## src/rtl/mbus_pkg.sv

```systemverilog
package mbus_pkg;
  typedef enum logic [1:0] {
    ST_IDLE  = 2'd0,
    ST_ADDR  = 2'd1,
    ST_DATA  = 2'd2,
    ST_RECOV = 2'd3
  } bus_st_e;
endpackage

```

## src/rtl/mbus_plan.sv

```systemverilog
// Turns a request into one or two bus accesses.
module mbus_plan #(
  parameter int ADDR_W    = 32,
  parameter int DATA_W    = 32,
  parameter int MAX_BEATS = 4
) (
  input  logic                         req_write_i,
  input  logic [ADDR_W-1:0]            req_addr_i,
  input  logic [$clog2(MAX_BEATS)-1:0] req_len_i,
  output logic [ADDR_W-1:0]            a0_addr_o,
  output logic [DATA_W/8-1:0]          a0_be_o,
  output logic [$clog2(MAX_BEATS)-1:0] a0_last_o,
  output logic                         split_o,
  output logic [ADDR_W-1:0]            a1_addr_o,
  output logic [DATA_W/8-1:0]          a1_be_o
);
  localparam int BE_W   = DATA_W / 8;
  localparam int OFF_W  = $clog2(BE_W);
  localparam int HALF   = BE_W / 2;
  localparam int LEN_W  = $clog2(MAX_BEATS);
  localparam int STRIDE = MAX_BEATS * BE_W;

  logic [BE_W-1:0]   hi_mask;
  logic [ADDR_W-1:0] aligned;

  for (genvar g = 0; g < BE_W; g++) begin : g_mask
    assign hi_mask[g] = (g >= HALF) ? 1'b1 : 1'b0;
  end

  assign aligned   = {req_addr_i[ADDR_W-1:OFF_W], {OFF_W{1'b0}}};
  assign split_o   = !req_write_i && (req_len_i == LEN_W'(MAX_BEATS - 1)) &&
                     (req_addr_i[OFF_W-1:0] == OFF_W'(HALF));
  assign a0_addr_o = aligned;
  assign a0_be_o   = split_o ? hi_mask : {BE_W{1'b1}};
  assign a0_last_o = req_len_i;
  assign a1_addr_o = aligned + ADDR_W'(STRIDE);
  assign a1_be_o   = ~hi_mask;
endmodule

```

## src/rtl/mbus_seq.sv

```systemverilog
// Bus state sequencer: address, data/wait, recovery.
module mbus_seq
  import mbus_pkg::*;
#(
  parameter int ADDR_W    = 32,
  parameter int DATA_W    = 32,
  parameter int MAX_BEATS = 4
) (
  input  logic                         clk_i,
  input  logic                         rst_ni,
  input  logic                         req_valid_i,
  output logic                         req_ready_o,
  input  logic                         req_write_i,
  input  logic                         req_lock_i,
  input  logic [MAX_BEATS*DATA_W-1:0]  req_wdata_i,
  input  logic [ADDR_W-1:0]            a0_addr_i,
  input  logic [DATA_W/8-1:0]          a0_be_i,
  input  logic [$clog2(MAX_BEATS)-1:0] a0_last_i,
  input  logic                         split_i,
  input  logic [ADDR_W-1:0]            a1_addr_i,
  input  logic [DATA_W/8-1:0]          a1_be_i,
  input  logic                         ready_i,
  input  logic                         bad_i,
  output logic [DATA_W-1:0]            lad_o,
  output logic                         lad_oe_o,
  output logic                         ale_o,
  output logic                         ads_o,
  output logic                         wr_o,
  output logic                         dtr_o,
  output logic                         den_o,
  output logic [DATA_W/8-1:0]          be_o,
  output logic                         lock_o,
  output logic                         rd_take_o,
  output logic                         done_o,
  output logic                         err_o
);
  localparam int BE_W  = DATA_W / 8;
  localparam int LEN_W = $clog2(MAX_BEATS);

  bus_st_e                     st_q;
  logic [LEN_W-1:0]            beat_q, last_q;
  logic                        split_q, write_q, lock_q, err_acc_q, done_q, err_q;
  logic [ADDR_W-1:0]           cur_addr_q, a1_addr_q;
  logic [BE_W-1:0]             cur_be_q, a1_be_q;
  logic [MAX_BEATS*DATA_W-1:0] wdata_q;
  logic [DATA_W-1:0]           wbeat;
  logic                        accept, last_beat;

  assign req_ready_o = (st_q == ST_IDLE) || ((st_q == ST_RECOV) && !split_q);
  assign accept      = req_valid_i && req_ready_o;
  assign last_beat   = (beat_q == last_q);
  assign wbeat       = wdata_q[32'(beat_q)*DATA_W +: DATA_W];

  always_ff @(posedge clk_i or negedge rst_ni) begin
    if (!rst_ni) begin
      st_q       <= ST_IDLE;
      beat_q     <= '0;
      last_q     <= '0;
      split_q    <= 1'b0;
      write_q    <= 1'b0;
      lock_q     <= 1'b0;
      err_acc_q  <= 1'b0;
      done_q     <= 1'b0;
      err_q      <= 1'b0;
      cur_addr_q <= '0;
      a1_addr_q  <= '0;
      cur_be_q   <= '0;
      a1_be_q    <= '0;
      wdata_q    <= '0;
    end else begin
      done_q <= 1'b0;
      err_q  <= 1'b0;
      case (st_q)
        ST_IDLE: if (accept) st_q <= ST_ADDR;
        ST_ADDR: st_q <= ST_DATA;
        ST_DATA: begin
          if (ready_i) begin
            if (last_beat) st_q <= ST_RECOV;
            else           beat_q <= beat_q + LEN_W'(1);
          end
        end
        ST_RECOV: begin
          if (split_q) begin
            st_q       <= ST_ADDR;
            cur_addr_q <= a1_addr_q;
            cur_be_q   <= a1_be_q;
            last_q     <= '0;
            beat_q     <= '0;
            split_q    <= 1'b0;
            err_acc_q  <= err_acc_q | bad_i;
          end else begin
            done_q <= 1'b1;
            err_q  <= err_acc_q | bad_i;
            st_q   <= accept ? ST_ADDR : ST_IDLE;
          end
        end
        default: st_q <= ST_IDLE;
      endcase
      if (accept) begin
        cur_addr_q <= a0_addr_i;
        cur_be_q   <= a0_be_i;
        last_q     <= a0_last_i;
        beat_q     <= '0;
        split_q    <= split_i;
        a1_addr_q  <= a1_addr_i;
        a1_be_q    <= a1_be_i;
        write_q    <= req_write_i;
        wdata_q    <= req_wdata_i;
        err_acc_q  <= 1'b0;
        if (req_write_i)     lock_q <= 1'b0;
        else if (req_lock_i) lock_q <= 1'b1;
      end
    end
  end

  always_comb begin
    lad_o = '0;
    if (st_q == ST_ADDR)                 lad_o = DATA_W'(cur_addr_q);
    else if (st_q == ST_DATA && write_q) lad_o = wbeat;
  end

  assign lad_oe_o  = (st_q == ST_ADDR) || ((st_q == ST_DATA) && write_q);
  assign ale_o     = (st_q == ST_ADDR);
  assign ads_o     = (st_q == ST_ADDR);
  assign wr_o      = write_q && (st_q != ST_IDLE);
  assign dtr_o     = write_q && (st_q != ST_IDLE);
  assign den_o     = (st_q == ST_DATA);
  assign be_o      = (st_q != ST_IDLE) ? cur_be_q : '0;
  assign lock_o    = lock_q;
  assign rd_take_o = (st_q == ST_DATA) && ready_i && !write_q;
  assign done_o    = done_q;
  assign err_o     = err_q;
endmodule

```

## src/rtl/mbus_rcap.sv

```systemverilog
// Registers each completed read beat.
module mbus_rcap #(
  parameter int DATA_W = 32
) (
  input  logic              clk_i,
  input  logic              rst_ni,
  input  logic              take_i,
  input  logic [DATA_W-1:0] lad_i,
  output logic [DATA_W-1:0] rdata_o,
  output logic              rvalid_o
);
  always_ff @(posedge clk_i or negedge rst_ni) begin
    if (!rst_ni) begin
      rdata_o  <= '0;
      rvalid_o <= 1'b0;
    end else begin
      rvalid_o <= take_i;
      if (take_i) rdata_o <= lad_i;
    end
  end
endmodule

```

## src/rtl/mbus_master.sv

```systemverilog
module mbus_master #(
  parameter int ADDR_W    = 32,
  parameter int DATA_W    = 32,
  parameter int MAX_BEATS = 4
) (
  input  logic                         clk_i,
  input  logic                         rst_ni,
  input  logic                         req_valid_i,
  output logic                         req_ready_o,
  input  logic                         req_write_i,
  input  logic                         req_lock_i,
  input  logic [ADDR_W-1:0]            req_addr_i,
  input  logic [$clog2(MAX_BEATS)-1:0] req_len_i,
  input  logic [MAX_BEATS*DATA_W-1:0]  req_wdata_i,
  output logic [DATA_W-1:0]            rdata_o,
  output logic                         rvalid_o,
  output logic                         done_o,
  output logic                         err_o,
  output logic [DATA_W-1:0]            lad_o,
  output logic                         lad_oe_o,
  input  logic [DATA_W-1:0]            lad_i,
  output logic                         ale_o,
  output logic                         ads_o,
  output logic                         wr_o,
  output logic                         dtr_o,
  output logic                         den_o,
  output logic [DATA_W/8-1:0]          be_o,
  output logic                         lock_o,
  input  logic                         ready_i,
  input  logic                         bad_i
);
  localparam int BE_W  = DATA_W / 8;
  localparam int LEN_W = $clog2(MAX_BEATS);

  logic [ADDR_W-1:0] a0_addr, a1_addr;
  logic [BE_W-1:0]   a0_be, a1_be;
  logic [LEN_W-1:0]  a0_last;
  logic              split, rd_take;

  mbus_plan #(.ADDR_W(ADDR_W), .DATA_W(DATA_W), .MAX_BEATS(MAX_BEATS)) plan_i (
    .req_write_i(req_write_i), .req_addr_i(req_addr_i), .req_len_i(req_len_i),
    .a0_addr_o(a0_addr), .a0_be_o(a0_be), .a0_last_o(a0_last), .split_o(split),
    .a1_addr_o(a1_addr), .a1_be_o(a1_be)
  );

  mbus_seq #(.ADDR_W(ADDR_W), .DATA_W(DATA_W), .MAX_BEATS(MAX_BEATS)) seq_i (
    .clk_i(clk_i), .rst_ni(rst_ni),
    .req_valid_i(req_valid_i), .req_ready_o(req_ready_o),
    .req_write_i(req_write_i), .req_lock_i(req_lock_i), .req_wdata_i(req_wdata_i),
    .a0_addr_i(a0_addr), .a0_be_i(a0_be), .a0_last_i(a0_last), .split_i(split),
    .a1_addr_i(a1_addr), .a1_be_i(a1_be),
    .ready_i(ready_i), .bad_i(bad_i),
    .lad_o(lad_o), .lad_oe_o(lad_oe_o), .ale_o(ale_o), .ads_o(ads_o),
    .wr_o(wr_o), .dtr_o(dtr_o), .den_o(den_o), .be_o(be_o), .lock_o(lock_o),
    .rd_take_o(rd_take), .done_o(done_o), .err_o(err_o)
  );

  mbus_rcap #(.DATA_W(DATA_W)) rcap_i (
    .clk_i(clk_i), .rst_ni(rst_ni), .take_i(rd_take), .lad_i(lad_i),
    .rdata_o(rdata_o), .rvalid_o(rvalid_o)
  );
endmodule

```

## config.mk

```make
export PLATFORM = sky130hd
export DESIGN_NAME = mbus_master
export DESIGN_NICKNAME = d
export VERILOG_FILES = /design/src/rtl/mbus_pkg.sv /design/src/rtl/mbus_plan.sv /design/src/rtl/mbus_seq.sv /design/src/rtl/mbus_rcap.sv /design/src/rtl/mbus_master.sv
export SDC_FILE = /design/constraint.sdc
export NUM_CORES = 1
export LEC_CHECK = 0
export BUFFER_PORTS_ARGS = -buffer_cell sky130_fd_sc_hd__buf_4
export CAP_MARGIN = 15
export CELL_PAD_IN_SITES_DETAIL_PLACEMENT = 0
export CELL_PAD_IN_SITES_GLOBAL_PLACEMENT = 2
export CORE_UTILIZATION = 33
export DETAILED_ROUTE_END_ITERATION = 12
export PLACE_DENSITY = 0.83
export SETUP_SLACK_MARGIN = 0.15
export SLEW_MARGIN = 20
export SYNTH_ARGS = -nofsm -noshare
export SYNTH_HDL_FRONTEND = slang
export SYNTH_SLANG_ARGS = --single-unit
```

## constraint.sdc

```tcl
create_clock -name clk_i -period 2.4 [get_ports clk_i]
set_clock_uncertainty 0.1 [all_clocks]
set_input_delay 0.24 -clock clk_i [delete_from_list [all_inputs] [get_ports clk_i]]
set_output_delay 0.24 -clock clk_i [all_outputs]
set_load 0.02 [all_outputs]
```

==> run_results.csv, run 1 <==
group,metric,value,unit
placed_design,gp_congestion,0.7791,
synthesis,syn_inst,1082,
detailed_routing,wire_per_inst,17.53,um
floorplanning,core,32450,sq um
synthesis,syn_nets,1288,
power,p_switching,7.874,mW
global_route,grt_pass1_wl,52710,um
global_route,antenna_found_initial,0,
floorplanning,io_pins,280,
floorplanning,dieArea,33650,sq um
sta,setup_viol,30,
power,p_sw_frac,0.3689,
final_layout,fill_cells,2908,
status,status,"finished, violations left",
power,clockPowerShare,0.187,
setup_path,cp_cell_sequence,"buf_12 > buf_12 > buf_16 > mux4_2 > a22o_1 > buf_6",
global_route,grt_usage,0.2006,
setup_path,crit_fanout,5,
cts,cts_root_buffer,"clkbuf_16",
sta,drv_slew,0,
setup_path,rr_startpoint,"seq_i.st_q[1]",
worst_hold_path,whs_path_depth,4,
floorplanning,rows,66,
cts,htree_levels,1,
cts,path_clk_slew,0.06,ns
power,power.density,1207,nW/um^2
setup_path,crit_path_top_delay_cell,"mux4_2",
status,violations,"negative setup slack",
floorplanning,initial_utilization,0.3348,
detailed_routing,drt-pass1-iter-count,5,
cts,cts_tree,"yes",
worst_hold_path,holdPathEnd,"seq_i.cur_be_q[2]",
synthesis,avgSynthCellArea,10.04,sq um
worst_hold_path,hp-class,"in -> reg",
sta,worstMarginPinSlew,0.5084,ns
sta,min_period,2.520,ns
job,maxCapViolCount,0,
synthesis,synth_cell_types,48,
cts,cts_inserted_buffers,27,
setup_path,path_buf_inv,4,
setup_path,worstSetupPathType,"reg -> out",
detailed_routing,post-route-drc-count,0,
floorplanning,fp.dieW,183.4,um
cts,clock-sinks,236,
sta,timing.final.crit_share,1.050,
global_route,grt-ovfl-total,0,
setup_path,critical_path_required,2.06,ns
detailed_routing,first_iter_violations,555,
synthesis,synth_area,10860,sq um
final_layout,final_common_cell,"nand2_1",
power,p_total,21.35,mW
setup_path,cpLargestDelayFamily,"buffers and inverters",
synthesis,yosysWarnings,0,
synthesis,synth_ff_type,"dfrtp_1",
setup_path,rr_worst_depth,11,
global_route,grt_max_degree,81,
global_route,first_global_vias,9664,
sta,max_freq,396.8,MHz
setup_path,crit_top_cell,"buf_12",
synthesis,ys_ff_latch,236,
synthesis,synthArstFlopShare,1.000,
sta,setup_tns,-2.243,ns
sta,slew_headroom,0.6611,
synthesis,synth_edf_count,0,
synthesis,ys_seq_area_frac,0.5436,
setup_path,critical_path_arrival,2.18,ns
sta,fin_ws,-0.1200,ns
sta,hold_viol_final,0,
setup_path,reg2reg_slack,0.13,ns
cts,clock_tree.buffer_depth,3,
setup_path,timing.rr.end,"seq_i.cur_addr_q[30]",
power,seq_power_share,0.328,
detailed_routing,antenna_left,0,
cts,clk_latency,0.53,ns
worst_hold_path,hp-start,"req_valid_i",
placed_design,hpwlAfterDp,22400,um
setup_path,worstSetupStartpointType,"flip-flop",
power,ir_drop,0.4715,mV
final_layout,nNetsFinal,1794,
final_layout,area_growth,62.79,%
power,p_comb_frac,0.485,
power,p_leak,8.432,nW
detailed_routing,vias,9632,
floorplanning,die_h,183.4,um
final_layout,drive_gt1_frac,0.3433,
setup_path,path_depth,6,
final_layout,diodes,0,
detailed_routing,vias_per_cell,4.699,
power,p_int,13.47,mW
setup_path,slowest_delay,0.46,ns
sta,rsz0062_at_grt,"true",
placed_design,port_buffers,279,
final_layout,final_cell_mix,"nand2_1, buf_4, dfrtp_1",
setup_path,critPathCaptureType,"output pin",
detailed_routing,wirelength,35930,um
per-layer routing:
layer  routed length (um)  up-vias  global-route usage
met5                    0        -                   0
met4                  777        0             0.05067
met3                 1647       42             0.02872
met2                17270      247              0.3279
met1                16240     4665              0.2795
li1                     -     4678                   -
through the flow:
stage | setup WS, ns | instance area (sq um) | utilization | hold WS, ns | std cells
6_report | -0.1200 | 17690 | 0.5450 | 0.04616 | 2050
5_1_grt | -0.1954 | 17690 | 0.5450 | 0.04519 | 2050
4_1_cts | -0.1500 | 17120 | 0.5275 | 0.01989 | 2023
3_5_place_dp | 0.2573 | 13640 | 0.4202 | 0.1225 | 1758
3_3_place_gp | 0.2844 | 13640 | 0.4202 | 0.1235 | 1758
2_1_floorplan | 0.2174 | 10860 | - | -0.1556 | 1082
power groups by stage:
stage	Clock [mW]	Combinational, mW	Sequential [mW]
2_1_floorplan	0	4.90	7.01
3_3_place_gp	0	8.10	6.88
3_5_place_dp	0	8.21	6.94
4_1_cts	4.11	9.43	6.96
5_1_grt	4.28	11.2	7.21
6_report	3.99	10.4	7.00
area by class of cell:
cell class | count | area, sq um | share of cell area
tap | 442 | 553.0 | 0.03127
timing repair buffer | 552 | 5371 | 0.3037
multi-input combinational | 762 | 4957 | 0.2803
clock inverter | 5 | 50.05 | 0.002830
clock buffer | 44 | 809.5 | 0.04577
inverter | 9 | 33.78 | 0.001910
sequential | 236 | 5911 | 0.3342
worst max-delay path by stage:
stage	start	slack (ns)	endpoint
after floorplan	seq_i.st_q[0]	0.22	rcap_i.rdata_o[10]
after detailed placement	req_addr_i[4]	0.26	seq_i.a1_addr_q[30]
after CTS	seq_i.beat_q[0]	-0.15	lad_o[12]
final	seq_i.beat_q[0]	-0.12	lad_o[13]
after global routing	seq_i.beat_q[0]	-0.20	lad_o[12]
after global placement	req_addr_i[4]	0.28	seq_i.a1_addr_q[30]
cells in the mapped netlist (3+ instances only):
cell type | count | area [sq um]
and4_1 | 3 | 26.28
a211oi_1 | 3 | 22.52
nand2b_1 | 3 | 18.77
xor2_1 | 6 | 52.55
ha_1 | 5 | 62.56
o21ai_0 | 46 | 230.2
a22o_1 | 32 | 280.3
mux2_2 | 37 | 416.7
and2_1 | 4 | 25.02
xnor2_1 | 9 | 78.83
nand2_1 | 421 | 1580
clkbuf_1 | 55 | 206.5
inv_1 | 9 | 33.78
a31oi_1 | 15 | 93.84
or3_1 | 4 | 25.02
mux2i_1 | 30 | 300.3
nand3_1 | 41 | 205.2
mux4_2 | 32 | 720.7
o31ai_1 | 9 | 67.56
nor2_1 | 18 | 67.56
dfrtp_1 | 236 | 5906
buf_2 | 12 | 60.06
buf_4 | 4 | 30.03
or4_1 | 9 | 67.56
a21oi_1 | 5 | 25.02
buf_1 | 3 | 11.26
nor2b_1 | 3 | 18.77
timing repair:
action	CTS	global route
hold buffers	196	0
pin swaps	92	6
setup buffers	16	19
endpoints found under the hold margin	300	0
gates cloned	4	8
endpoints found under the setup margin	38	189
resized for setup	112	57
worst min-delay path, delay by kind of cell:
| family | cells | cell delay (ns) |
|---|---|---|
| AO/OA/AOI/OAI | 1 | 0.13 |
| buffers and inverters | 1 | 0.13 |
| AND/OR/NAND/NOR | 2 | 0.13 |
cell families (layout without fill, tap and decap cells):
group,count (synthesis),in the layout,share of synthesized area
AOI/OAI and AO/OA,121,121,0.07382
adders and majority gates,5,5,0.005758
xor gates and xnor gates,15,15,0.01209
DFF,236,236,0.5436
muxes,99,99,0.1323
buffers and inverters,84,610,0.03248
and+or+nand+nor,522,522,0.1999
registers in the layout, summed over array words and instances, names as in the netlist, 2 cells and up:
register / cells
seq_i.cur_addr_q: 30
seq_i.cur_be_q: 2
seq_i.last_q: 2
seq_i.beat_q: 2
seq_i.wdata_q: 128
rcap_i.rdata_o: 32
seq_i.a1_addr_q: 30
seq_i.st_q: 2
Note: power is estimated with default switching activity, not from simulation.
==> run 2, diff against run 1 <==
CAP_MARGIN = 25   (was 15)
CORE_MARGIN = 3   (was default)
==> run 2 against run 1 <==
The run still ends with negative setup slack left. Sequential share of layout area is 1.9 points higher. Critical path type unchanged. Largest cell class unchanged. Flip-flop and latch count stayed put. Total power is 7.6% lower. Via count is 2.9% lower. Critical endpoint is now lad_o[23]. Largest power group unchanged. Clock power is 2% lower. Routed wire length is 4.6% lower. Register-to-register slack better by 0.07 ns.
==> run_results.csv, run 2 (synthesized netlist as in run 1, its figures left out) <==
group,metric,value,unit
job,maxCapViolCount,0,
final_layout,drive_gt1_frac,0.2901,
placed_design,gp_congestion,0.7896,
cts,clk_latency,0.52,ns
setup_path,worstSetupPathType,"reg -> out",
cts,clock-sinks,236,
final_layout,area_growth,54.08,%
sta,min_period,2.515,ns
detailed_routing,wirelength,34290,um
floorplanning,fp.dieW,187.4,um
cts,cts_inserted_buffers,27,
global_route,first_global_vias,9857,
global_route,grt_usage,0.1940,
cts,htree_levels,1,
final_layout,regMostFlops,"seq_i.wdata_q",
power,ir_drop,0.5268,mV
worst_hold_path,hp-class,"in -> reg",
setup_path,crit_fanout,5,
detailed_routing,wire_per_inst,17.08,um
detailed_routing,vias,9348,
power,p_total,19.72,mW
detailed_routing,vias_per_cell,4.655,
floorplanning,initial_utilization,0.3399,
placed_design,port_buffers,279,
setup_path,critical_path_arrival,2.18,ns
status,violations,"negative setup slack",
final_layout,final_common_cell,"nand2_1",
final_layout,largest_register_ffs,128,
placed_design,hpwlAfterDp,23260,um
placed_design,dpl_worst_slack,0.1871,ns
global_route,grt_max_degree,108,
final_layout,post-route-util,0.5237,
detailed_routing,antenna_left,0,
final_layout,final_cell_mix,"nand2_1, buf_4, dfrtp_1",
power,power.density,1178,nW/um^2
worst_hold_path,holdPathEnd,"seq_i.cur_be_q[2]",
power,p_leak,8.083,nW
cts,cts_tree,"yes",
floorplanning,core,31960,sq um
sta,hold_viol_final,0,
worst_hold_path,hp-start,"req_valid_i",
final_layout,nNetsFinal,1760,
detailed_routing,post-route-drc-count,0,
setup_path,reg2reg_slack,0.20,ns
sta,setup_viol,32,
floorplanning,die_h,187.4,um
sta,rsz0062_at_grt,"true",
global_route,antenna_found_initial,1,
setup_path,timing.rr.end,"seq_i.cur_addr_q[4]",
sta,max_freq,397.6,MHz
cts,path_clk_slew,0.06,ns
worst_hold_path,whs_path_depth,4,
floorplanning,rows,65,
setup_path,worstSetupStartpointType,"flip-flop",
floorplanning,dieArea,35140,sq um
setup_path,critical_path_required,2.06,ns
global_route,grt-ovfl-total,0,
cts,clock_tree.buffer_depth,3,
sta,fin_ws,-0.1150,ns
setup_path,rr_startpoint,"seq_i.st_q[0]",
sta,slew_headroom,0.6051,
sta,timing.final.crit_share,1.048,
setup_path,rr_worst_depth,8,
status,status,"finished, violations left",
cts,cts_root_buffer,"clkbuf_16",
sta,drv_slew,0,
setup_path,critPathCaptureType,"output pin",
detailed_routing,drt-pass1-iter-count,4,
final_layout,largestRegisters,"seq_i.wdata_q (128), rcap_i.rdata_o (32)",
detailed_routing,first_iter_violations,583,
sta,worstMarginPinSlew,0.5924,ns
floorplanning,io_pins,280,
global_route,grt_pass1_wl,55370,um
## run 2: final cells by class
class                   count  area (sq um)
inverters                   9         33.78
clock buffers              42         812.0
repair buffers            518          4716
well taps                 435         544.3
fillers                  2914         15220
diodes                      1         2.502
flip-flops and latches    236          5913
multi-input cells         762          4691
clock inverters             5         27.53
## run 2: routing by layer
layer | track usage | up-vias | wire (um)
li1 | - | 4603 | -
met1 | 0.2819 | 4484 | 16370
met2 | 0.3127 | 222 | 15890
met3 | 0.02867 | 39 | 1460
met4 | 0.03579 | 0 | 573
met5 | 0 | - | 0
## run 2: worst max-delay path, stage by stage, from the launching register on
cell and delay, ns:
dfrtp_4 0.50, buf_12 0.16, buf_12 0.14, mux4_2 0.50, a22o_1 0.22, buf_6 0.13
## run 2: worst max path at each step
stage | start | endpoint | slack (ns)
3_5_place_dp | req_addr_i[4] | seq_i.a1_addr_q[30] | 0.19
6_report | seq_i.beat_q[0] | lad_o[23] | -0.12
4_1_cts | seq_i.beat_q[0] | lad_o[24] | -0.12
2_1_floorplan | seq_i.st_q[0] | rcap_i.rdata_o[10] | 0.22
3_3_place_gp | req_addr_i[4] | seq_i.a1_addr_q[30] | 0.19
5_1_grt | seq_i.beat_q[0] | lad_o[3] | -0.16
## run 2: per-stage QoR
step	area, sq um	cells	TNS [ns]	hold slack (ns)
3_5_place_dp	13660	1756	0	0.1607
2_1_floorplan	10860	1082	0	-0.1556
6_report	16740	2008	-1.880	0.07630
4_1_cts	16670	2005	-2.524	0.03710
5_1_grt	16740	2008	-3.907	0.08998
3_3_place_gp	13660	1756	0	0.1609
## run 2: repair_timing
item,in CTS,in global routing
hold endpoints to repair,289,0
buffers inserted,6,2
pin swaps,20,5
resized for setup,38,16
endpoints found under the setup margin,35,40
hold buffers,196,0
## run 2: power by group
part	internal, mW	leakage [nW]	total [mW]	switching (mW)
registers	5.90	2.89	6.98	1.08
logic	4.18	4.78	8.82	4.64
clock network	2.30	0.414	3.92	1.62
==> run 3, diff against run 2 <==
SKIP_CTS_REPAIR_TIMING = 1   (was default)
==> run 3 against run 2 <==
The run still ends with negative setup slack left. Worst setup slack gained 0.013 ns. Critical endpoint is now lad_o[27]. Sequential share of layout area shrank 0.18 points. Via count grew 1.3%. Clock power is essentially flat.
==> run_results.csv, run 3 (synthesized netlist as in run 1, its figures left out) <==
group,metric,value,unit
setup_path,critical_path_required,2.06,ns
floorplanning,core,31960,sq um
setup_path,crit_path_top_delay_cell,"dfrtp_4",
cts,clk_latency,0.52,ns
sta,setup_viol,28,
placed_design,dpl_worst_slack,0.1871,ns
global_route,grt_use_met3,0.03636,
final_layout,largest_register_ffs,128,
cts,clock-sinks,236,
cts,cts_tree,"yes",
detailed_routing,antenna_left,0,
sta,slew_headroom,0.6026,
setup_path,worstSetupPathType,"reg -> out",
placed_design,dpl.cell_count,1756,
sta,whs,0.01221,ns
global_route,grt-ovfl-total,0,
sta,min_period,2.502,ns
final_layout,post-route-util,0.5264,
detailed_routing,first_iter_violations,644,
cts,htree_levels,1,
setup_path,cp_cell_sequence,"buf_12 > buf_4 > mux4_2 > a22o_1 > buf_6",
detailed_routing,wire_per_inst,17.41,um
detailed_routing,post-route-drc-count,0,
global_route,grtUsageMet1,0.2632,
final_layout,drive_gt1_frac,0.2925,
floorplanning,rows,65,
cts,clock_tree.buffer_depth,3,
power,ir_drop,0.5329,mV
status,status,"finished, violations left",
global_route,busiest_layer,"met2",
power,p_leak,8.144,nW
final_layout,stdcell_count,2012,
setup_path,critPathCaptureType,"output pin",
global_route,first_global_vias,8852,
global_route,grt_max_degree,108,
status,violations,"negative setup slack",
placed_design,port_buffers,279,
global_route,grt_usage,0.1784,
final_layout,final_area,16820,sq um
final_layout,largestRegisters,"seq_i.wdata_q (128), rcap_i.rdata_o (32)",
setup_path,critical_path_arrival,2.16,ns
final_layout,final_common_cell,"nand2_1",
floorplanning,io_pins,280,
sta,fin_ws,-0.1022,ns
detailed_routing,vias_per_cell,4.706,
final_layout,area_growth,54.87,%
sta,setup_tns,-1.712,ns
final_layout,nNetsFinal,1764,
global_route,grt_use_met2,0.2766,
detailed_routing,wirelength,35030,um
global_route,antenna_found_initial,1,
worst_hold_path,hp-class,"in -> reg",
job,maxCapViolCount,0,
setup_path,worstSetupStartpointType,"flip-flop",
final_layout,fill_cells,2915,
floorplanning,initial_utilization,0.3399,
sta,worstMarginPinSlew,0.5961,ns
detailed_routing,drt-pass1-iter-count,5,
power,power.density,1182,nW/um^2
sta,rsz0062_at_grt,"true",
sta,hold_viol_final,0,
sta,drv_slew,0,
placed_design,gp_congestion,0.7896,
final_layout,regMostFlops,"seq_i.wdata_q",
placed_design,hpwlAfterDp,23260,um
cts,path_clk_slew,0.06,ns
setup_path,crit_fanout,5,
cts,cts_root_buffer,"clkbuf_16",
setup_path,slowest_delay,0.50,ns
sta,timing.final.crit_share,1.043,
floorplanning,fp.dieW,187.4,um
placed_design,placed_area,13660,sq um
final_layout,final_cell_mix,"nand2_1, buf_4, dfrtp_1",
floorplanning,die_h,187.4,um
detailed_routing,vias,9468,
power,p_total,19.88,mW
floorplanning,dieArea,35140,sq um
cts,cts_inserted_buffers,27,
sta,max_freq,399.6,MHz
global_route,grt_pass1_wl,50640,um
run 3: cell types whose count changed in the layout (fill, tap and decap cells not counted), sizes merged:
cell / delta
clkbuf: +3
buf: +3
dlygate4sd3: -2
run 3: metal layers:
metal,part of all wire,up-vias
met5,0,-
met4,0.017,0
met2,0.47,248
met3,0.048,41
met1,0.47,4562
li1,-,4617
run 3: path summary, 6_finish.rpt:
kind	from	to	slack [ns]	depth (start not counted)
hold / removal	req_addr_i[7]	seq_i.cur_addr_q[7]	0.01	3
hold reg to reg	seq_i.wdata_q[120]	seq_i.wdata_q[120]	0.37	2
setup / recovery	seq_i.beat_q[0]	lad_o[27]	-0.10	5
setup reg to reg	seq_i.st_q[1]	seq_i.a1_addr_q[20]	0.28	7
max in group asynchronous	rst_ni	seq_i.wdata_q[35]	1.32	3
min in group asynchronous	rst_ni	seq_i.wdata_q[82]	0.19	2
run 3: cell type report:
cell class / count / area [sq um] / share of cell area
Antenna cell: 1 / 2.502 / 0.0001487
Multi-Input combinational cell: 762 / 4700 / 0.2793
Timing Repair Buffer: 522 / 4790 / 0.2847
Sequential cell: 236 / 5913 / 0.3515
Clock buffer: 42 / 812.0 / 0.04826
Inverter: 9 / 36.28 / 0.002157
Clock inverter: 5 / 27.53 / 0.001636
Tap cell: 435 / 544.3 / 0.03235
run 3: power by group:
group / switching, mW / total (mW) / internal [mW]
clock: 1.62 / 3.92 / 2.30
combinational: 4.69 / 8.98 / 4.29
sequential: 1.08 / 6.98 / 5.90
run 3: worst max-delay path: cells and delay by family, from the launching register on:
| kind | cells | cell delay, ns |
|---|---|---|
| AO/OA/AOI/OAI | 1 | 0.22 |
| multiplexers | 1 | 0.50 |
| flip-flops | 1 | 0.50 |
| buffers and inverters | 3 | 0.42 |
